`config.mk`:
```
export PLATFORM = sky130hd
export DESIGN_NAME = talker_hs_ctrl
export DESIGN_NICKNAME = d
export VERILOG_FILES = /design/src/rtl/ths_pkg.sv /design/src/rtl/ths_rst_sync.sv /design/src/rtl/ths_sync.sv /design/src/rtl/ths_settle_timer.sv /design/src/rtl/ths_fsm.sv /design/src/rtl/talker_hs_ctrl.sv
export SDC_FILE = /design/constraint.sdc
export NUM_CORES = 1
export LEC_CHECK = 0
export BUFFER_PORTS_ARGS = -buffer_cell sky130_fd_sc_hd__buf_2
export CELL_PAD_IN_SITES_DETAIL_PLACEMENT = 0
export CELL_PAD_IN_SITES_GLOBAL_PLACEMENT = 1
export CORE_ASPECT_RATIO = 0.8
export CORE_MARGIN = 3
export CORE_UTILIZATION = 36
export CTS_CLUSTER_DIAMETER = 30
export DETAILED_ROUTE_END_ITERATION = 8
export GPL_TIMING_DRIVEN = 0
export PLACE_DENSITY_LB_ADDON = 0.15
export SYNTH_ARGS = -nofsm -noshare
export SYNTH_HDL_FRONTEND = slang
export SYNTH_SLANG_ARGS = --single-unit
```
`constraint.sdc`:
```
create_clock -name clk -period 1 [get_ports clk]
set_input_delay 0.25 -clock clk [delete_from_list [all_inputs] [get_ports clk]]
set_output_delay 0.25 -clock clk [all_outputs]
set_load 0.1 [all_outputs]
```
`src/rtl/ths_pkg.sv`:
```
package ths_pkg;
  typedef enum logic [2:0] {
    ST_IDLE      = 3'd0,
    ST_SETTLE    = 3'd1,
    ST_WAIT_RDY  = 3'd2,
    ST_WAIT_TAKE = 3'd3,
    ST_FAULT     = 3'd4
  } ths_state_e;
endpackage

```
`src/rtl/ths_rst_sync.sv`:
```
module ths_rst_sync #(
  parameter int STAGES = 2
) (
  input  logic clk,
  input  logic arst_n,
  output logic srst_n
);
  logic [STAGES-1:0] sh_q;

  always_ff @(posedge clk or negedge arst_n) begin
    if (!arst_n) begin
      sh_q <= '0;
    end else begin
      sh_q[0] <= 1'b1;
      for (int s = 1; s < STAGES; s++) sh_q[s] <= sh_q[s-1];
    end
  end

  assign srst_n = sh_q[STAGES-1];
endmodule

```
`src/rtl/ths_sync.sv`:
```
module ths_sync #(
  parameter int WIDTH  = 2,
  parameter int STAGES = 2
) (
  input  logic             clk,
  input  logic             rst_n,
  input  logic [WIDTH-1:0] d,
  output logic [WIDTH-1:0] q
);
  logic [STAGES-1:0][WIDTH-1:0] chain_q;

  always_ff @(posedge clk or negedge rst_n) begin
    if (!rst_n) begin
      chain_q <= '0;
    end else begin
      chain_q[0] <= d;
      for (int s = 1; s < STAGES; s++) chain_q[s] <= chain_q[s-1];
    end
  end

  assign q = chain_q[STAGES-1];
endmodule

```
`src/rtl/ths_settle_timer.sv`:
```
module ths_settle_timer #(
  parameter int CYCLES = 4
) (
  input  logic clk,
  input  logic rst_n,
  input  logic load,
  output logic done
);
  localparam int CW = $clog2(CYCLES + 2);

  logic [CW-1:0] cnt_q, cnt_d;
  logic          cnt_en;

  always_comb begin
    cnt_en = load || (cnt_q != '0);
    cnt_d  = cnt_q;
    if (load)              cnt_d = CW'(CYCLES);
    else if (cnt_q != '0)  cnt_d = cnt_q - 1'b1;
  end

  always_ff @(posedge clk or negedge rst_n) begin
    if (!rst_n)      cnt_q <= '0;
    else if (cnt_en) cnt_q <= cnt_d;
  end

  assign done = (cnt_q == '0) && !load;

  // once counting has begun, the done indication stays low for the following cycle
  p_no_early_done_r3: assert property (@(posedge clk) disable iff (!rst_n)
    (load && (CYCLES > 0)) |=> !done);
endmodule

```
`src/rtl/ths_fsm.sv`:
```
module ths_fsm
  import ths_pkg::*;
#(
  parameter int DW         = 8,
  parameter int SETTLE_CYC = 4
) (
  input  logic          clk,
  input  logic          rst_n,
  input  logic [DW-1:0] in_data,
  input  logic          in_valid,
  output logic          in_ready,
  input  logic          err_clear,
  input  logic          rdy_s,
  input  logic          take_s,
  input  logic          tmr_done,
  output logic          tmr_load,
  output logic [DW-1:0] data_q,
  output logic          dav_n_q,
  output logic          err_q
);
  localparam int SW      = $clog2(SETTLE_CYC + 3);
  localparam int SAT_MAX = SETTLE_CYC + 2;

  ths_state_e state_q, state_d;
  logic       dav_n_d, err_d;
  logic       illegal, accept;

  assign illegal  = rdy_s && take_s;
  assign in_ready = (state_q == ST_IDLE) && !illegal;
  assign accept   = in_valid && in_ready;
  assign tmr_load = accept;

  always_comb begin
    state_d = state_q;
    dav_n_d = dav_n_q;
    err_d   = err_q;
    unique case (state_q)
      ST_IDLE: begin
        if (in_valid && illegal) begin
          err_d   = 1'b1;
          state_d = ST_FAULT;
        end else if (accept) begin
          state_d = ST_SETTLE;
        end
      end
      ST_SETTLE: begin
        if (tmr_done) state_d = ST_WAIT_RDY;
      end
      ST_WAIT_RDY: begin
        if (rdy_s) begin
          dav_n_d = 1'b0;
          state_d = ST_WAIT_TAKE;
        end
      end
      ST_WAIT_TAKE: begin
        if (take_s) begin
          dav_n_d = 1'b1;
          state_d = ST_IDLE;
        end
      end
      ST_FAULT: begin
        if (err_clear) begin
          err_d   = 1'b0;
          state_d = ST_IDLE;
        end
      end
      default: begin
        dav_n_d = 1'b1;
        state_d = ST_IDLE;
      end
    endcase
  end

  always_ff @(posedge clk or negedge rst_n) begin
    if (!rst_n) begin
      state_q <= ST_IDLE;
      dav_n_q <= 1'b1;
      err_q   <= 1'b0;
    end else begin
      state_q <= state_d;
      dav_n_q <= dav_n_d;
      err_q   <= err_d;
    end
  end

  always_ff @(posedge clk or negedge rst_n) begin
    if (!rst_n)      data_q <= '0;
    else if (accept) data_q <= in_data;
  end

  // Cycle count since the last byte load, saturating; used by the settle check.
  logic [SW-1:0] since_load_q;
  always_ff @(posedge clk or negedge rst_n) begin
    if (!rst_n)                            since_load_q <= '0;
    else if (accept)                       since_load_q <= '0;
    else if (since_load_q != SW'(SAT_MAX)) since_load_q <= since_load_q + 1'b1;
  end

  p_settle_gap_r3: assert property (@(posedge clk) disable iff (!rst_n)
    $fell(dav_n_q) |-> (since_load_q >= SW'(SAT_MAX)));

  p_fall_needs_ready_r4: assert property (@(posedge clk) disable iff (!rst_n)
    $fell(dav_n_q) |-> $past(rdy_s));

  p_rise_needs_taken_r5: assert property (@(posedge clk) disable iff (!rst_n)
    $rose(dav_n_q) |-> $past(take_s));

  p_data_moves_on_accept_r6: assert property (@(posedge clk) disable iff (!rst_n)
    !$stable(data_q) |-> $past(in_valid && in_ready));

  p_detect_sets_flag_r7: assert property (@(posedge clk) disable iff (!rst_n)
    (state_q == ST_IDLE && in_valid && rdy_s && take_s) |=> (err_q && dav_n_q));

  p_flag_sticky_r8: assert property (@(posedge clk) disable iff (!rst_n)
    (err_q && !err_clear) |=> err_q);

  p_fault_blocks_input_r8: assert property (@(posedge clk) disable iff (!rst_n)
    err_q |-> !in_ready);
endmodule

```
`src/rtl/talker_hs_ctrl.sv`:
```
module talker_hs_ctrl #(
  parameter int DW          = 8,
  parameter int SETTLE_CYC  = 4,
  parameter int SYNC_STAGES = 2
) (
  input  logic          clk,
  input  logic          rst_n,
  input  logic [DW-1:0] in_data,
  input  logic          in_valid,
  output logic          in_ready,
  input  logic          err_clear,
  output logic [DW-1:0] bus_data,
  output logic          src_valid_n,
  input  logic          acc_ready_ln,
  input  logic          acc_taken_ln,
  output logic          err_flag
);
  localparam int RST_STAGES = 2;

  logic       srst_n;
  logic [1:0] lines_s;
  logic       tmr_load, tmr_done;

  ths_rst_sync #(.STAGES(RST_STAGES)) u_rst (
    .clk    (clk),
    .arst_n (rst_n),
    .srst_n (srst_n)
  );

  ths_sync #(.WIDTH(2), .STAGES(SYNC_STAGES)) u_sync (
    .clk   (clk),
    .rst_n (srst_n),
    .d     ({acc_taken_ln, acc_ready_ln}),
    .q     (lines_s)
  );

  ths_settle_timer #(.CYCLES(SETTLE_CYC)) u_tmr (
    .clk   (clk),
    .rst_n (srst_n),
    .load  (tmr_load),
    .done  (tmr_done)
  );

  ths_fsm #(.DW(DW), .SETTLE_CYC(SETTLE_CYC)) u_fsm (
    .clk       (clk),
    .rst_n     (srst_n),
    .in_data   (in_data),
    .in_valid  (in_valid),
    .in_ready  (in_ready),
    .err_clear (err_clear),
    .rdy_s     (lines_s[0]),
    .take_s    (lines_s[1]),
    .tmr_done  (tmr_done),
    .tmr_load  (tmr_load),
    .data_q    (bus_data),
    .dav_n_q   (src_valid_n),
    .err_q     (err_flag)
  );

  // the strobe is never low while the flag is set
  p_strobe_idle_in_fault_r1: assert property (@(posedge clk) disable iff (!srst_n)
    err_flag |-> src_valid_n);
endmodule

```
==> results by group <==
Run status
  • Status: complete, but fails checks
  • Violated checks: setup timing

Detailed routing
  • DRT antenna net count: 0
  • 1st-pass router iterations: 3
  • Residual DRC: 0
  • Final WL: 2087 um
  • Avg WL per Cell: 13.91 um
  • Vias per Instance: 4.540
  • Via Count: 681
  • DR iter-0 viols: 29

Timing
  • Fin. max-slew vios: 0
  • Min cycle time layout: 1684 ps
  • Final setup fails: 27
  • Worst hold slack: 33.87 ps
  • Final Hold Vio Count: 0
  • Setup WS post-layout: -684.2 ps
  • RSZ-0062 raised after global routing: true
  • Final setup skew: 3.943 ps
  • Crit share post-route: 168.4%
  • Fmax: 0.5937 GHz

Worst setup path
  • Crit. Startpoint: u_fsm.state_q[1]$_DFFE_PN0P_
  • CP Launch Type: flip-flop
  • Critical Path AT: 1430 ps
  • R2r startpoint: u_fsm.state_q[2]$_DFFE_PN0P_
  • Worst path required time: 750 ps
  • Crit Path Max Fanout: 10
  • Crit path kind: reg2out
  • Endpoint class of the critical path: primary output

Finish
  • Area grow syn2layout: 59.29%
  • NumNets Final: 131
  • Fill cells: 212
  • Fin area: 1523 um2
  • Sequential cell area: 570.5 um2
  • Share of cells above drive strength 1: 66.67%
  • Area of the multi-input gates: 416.7 um2
  • Commonest cells after routing, fill and taps aside: buf_4, buf_2, dfrtp_2, dfrtp_1
  • Diodes inserted: 0
  • Commonest non-fill, non-tap cell in the layout: buf_4
  • Cell Count, Final, Fillers Out: 150

Clocking
  • CTS tree: built
  • Num CTS Buffers: 3
  • Clk root buf: clkbuf_4
  • CTS H-tree depth: 1
  • Clock sink count: 22
  • Reg clk slew, reported paths: 130 ps
  • Clk_lat worst skew: 310 ps
  • Clock buffer depth: 2

Yosys
  • Mapped Nets: 87
  • Syn Area/Cell: 13.46 um2
  • Yosys reg bits: 22
  • Cells after Synth: 71
  • Yosys warns: 0
  • Synthesized area: 955.9 um2
  • Library cells used by synthesis: 32
  • Sequential area share after synthesis: 57.72%

Floorplanning
  • # IOs: 25
  • Site Rows: 16
  • Core Footprint: 2482 um2
  • Die extent in y: 52.09 um
  • Die X: 63.61 um
  • Die ar.: 3313 um2
  • Initial Utilization: 38.51%

Global routing
  • Vias in the first global route: 705
  • Largest net degree at the start of global routing: 21
  • Initial antenna violation count: 0
  • Total global routing overflow: 0
  • First-pass GRT wire length: 3305 um
  • Total track usage: 13.13%

Worst hold path
  • Type of the most critical hold path: in2reg
  • Hold_sp: acc_taken_ln

Place
  • Placed insts: 131
  • Dpl ws: -563.2 ps
  • Routability cong.: 0.7243
  • IO Port Bufs: 24
  • Post-DP HPWL: 1261 um
  • Placed cell area: 1190 um2

Run
  • Max-cap viol count: 0
==> synthesized netlist by cell type <==
cell type   n  area (um2)
inv_1       2       7.510
nor3_1      1       5.000
a21oi_1     3       15.01
nand3_1     1       5.000
xnor2_1     1       8.760
o32a_1      1       10.01
nand3_2     1       10.01
mux2_1      1       11.26
nor2_1      4       15.01
mux2_4      7       105.1
buf_2       2       10.01
a311oi_1    1       8.760
nor2b_1     1       6.260
nand3b_1    1       7.510
ha_1        2       25.02
dfrtp_1    21       525.5
nand2_1     5       18.77
a2111oi_0   1       8.760
mux2_2      1       11.26
and2_1      1       6.260
buf_6       2       22.52
nor3b_1     1       7.510
nor3_4      1       16.27
a21o_1      1       7.510
o211a_1     1       10.01
conb_1      1       3.750
dfstp_2     1       26.28
mux2i_1     1       10.01
nand2b_1    1       6.260
a22oi_1     1       7.510
a221oi_1    1       8.760
a41oi_1     1       8.760
==> critical path: stages (launching register included) <==
cell	delay, ps
dfrtp_1	420
buf_6	150
a2111oi_4	290
buf_6	270
==> sequential cells by signal, summed over array words and instances (netlist names) <==
register	count
u_fsm.dav_n_q	1
u_tmr.cnt_q	3
u_fsm.data_q	8
u_fsm.state_q	3
u_sync.q	2
u_fsm.err_q	1
u_sync.chain_q	2
u_rst.sh_q	2
==> logic make-up after synthesis <==
family	count (synthesis)	synth area share, %
buf+inv	6	4.189
fa+ha+maj	2	2.617
compound gates	11	8.901
flops	22	57.72
xor+xnor	1	0.9164
simple gates	18	10.86
mux	10	14.40
other cells	1	0.3923
==> stage by stage <==
stage / util, % / setup TNS (ps)
4_1_cts: 58.57 / -9185
3_5_place_dp: 47.93 / -5141
3_3_place_gp: 47.93 / -4778
6_report: 61.34 / -8219
5_1_grt: 61.34 / -9860
2_1_floorplan: - / -4016
==> metal layers <==
layer | GRT usage, % | up-vias | wire length [um]
li1 | - | 336 | -
met1 | 17.03 | 331 | 931
met2 | 21.32 | 12 | 1067
met3 | 4.320 | 2 | 78
met4 | 3.226 | 0 | 10
met5 | 0 | - | 0
==> repair_timing <==
item                       CTS  global route
gates resized for setup     35            12
setup endpoints to repair   28            27
setup buffers               11             4
hold endpoints to repair     2             0
pin swaps                    4             2
hold buffers                 1             0
==> worst paths after layout <==
path                                                to  slack [ps]  depth (start not counted)
max reg2reg                u_fsm.data_q[5]$_DFFE_PN0P_        -470                          5
min reg2reg                u_sync.chain_q[1]$_DFF_PN0_         220                          0
max                                           in_ready        -680                          3
min in group asynchronous  u_sync.chain_q[1]$_DFF_PN0_         220                          0
max in group asynchronous    u_fsm.dav_n_q$_DFFE_PN1P_         450                          0
min                        u_sync.chain_q[1]$_DFF_PN0_          30                          1
==> final cells by class <==
cell class	count	area share (%)
sequential	22	37.47
multi-input combinational	43	27.36
timing repair buffer	40	25.80
tap	36	2.958
buffer	3	2.465
clock inverter	1	1.972
clock buffer	3	1.479
inverter	2	0.4930
Power is not shown: default switching activity piles up to over one toggle a cycle in this logic, so the estimate is an artifact.
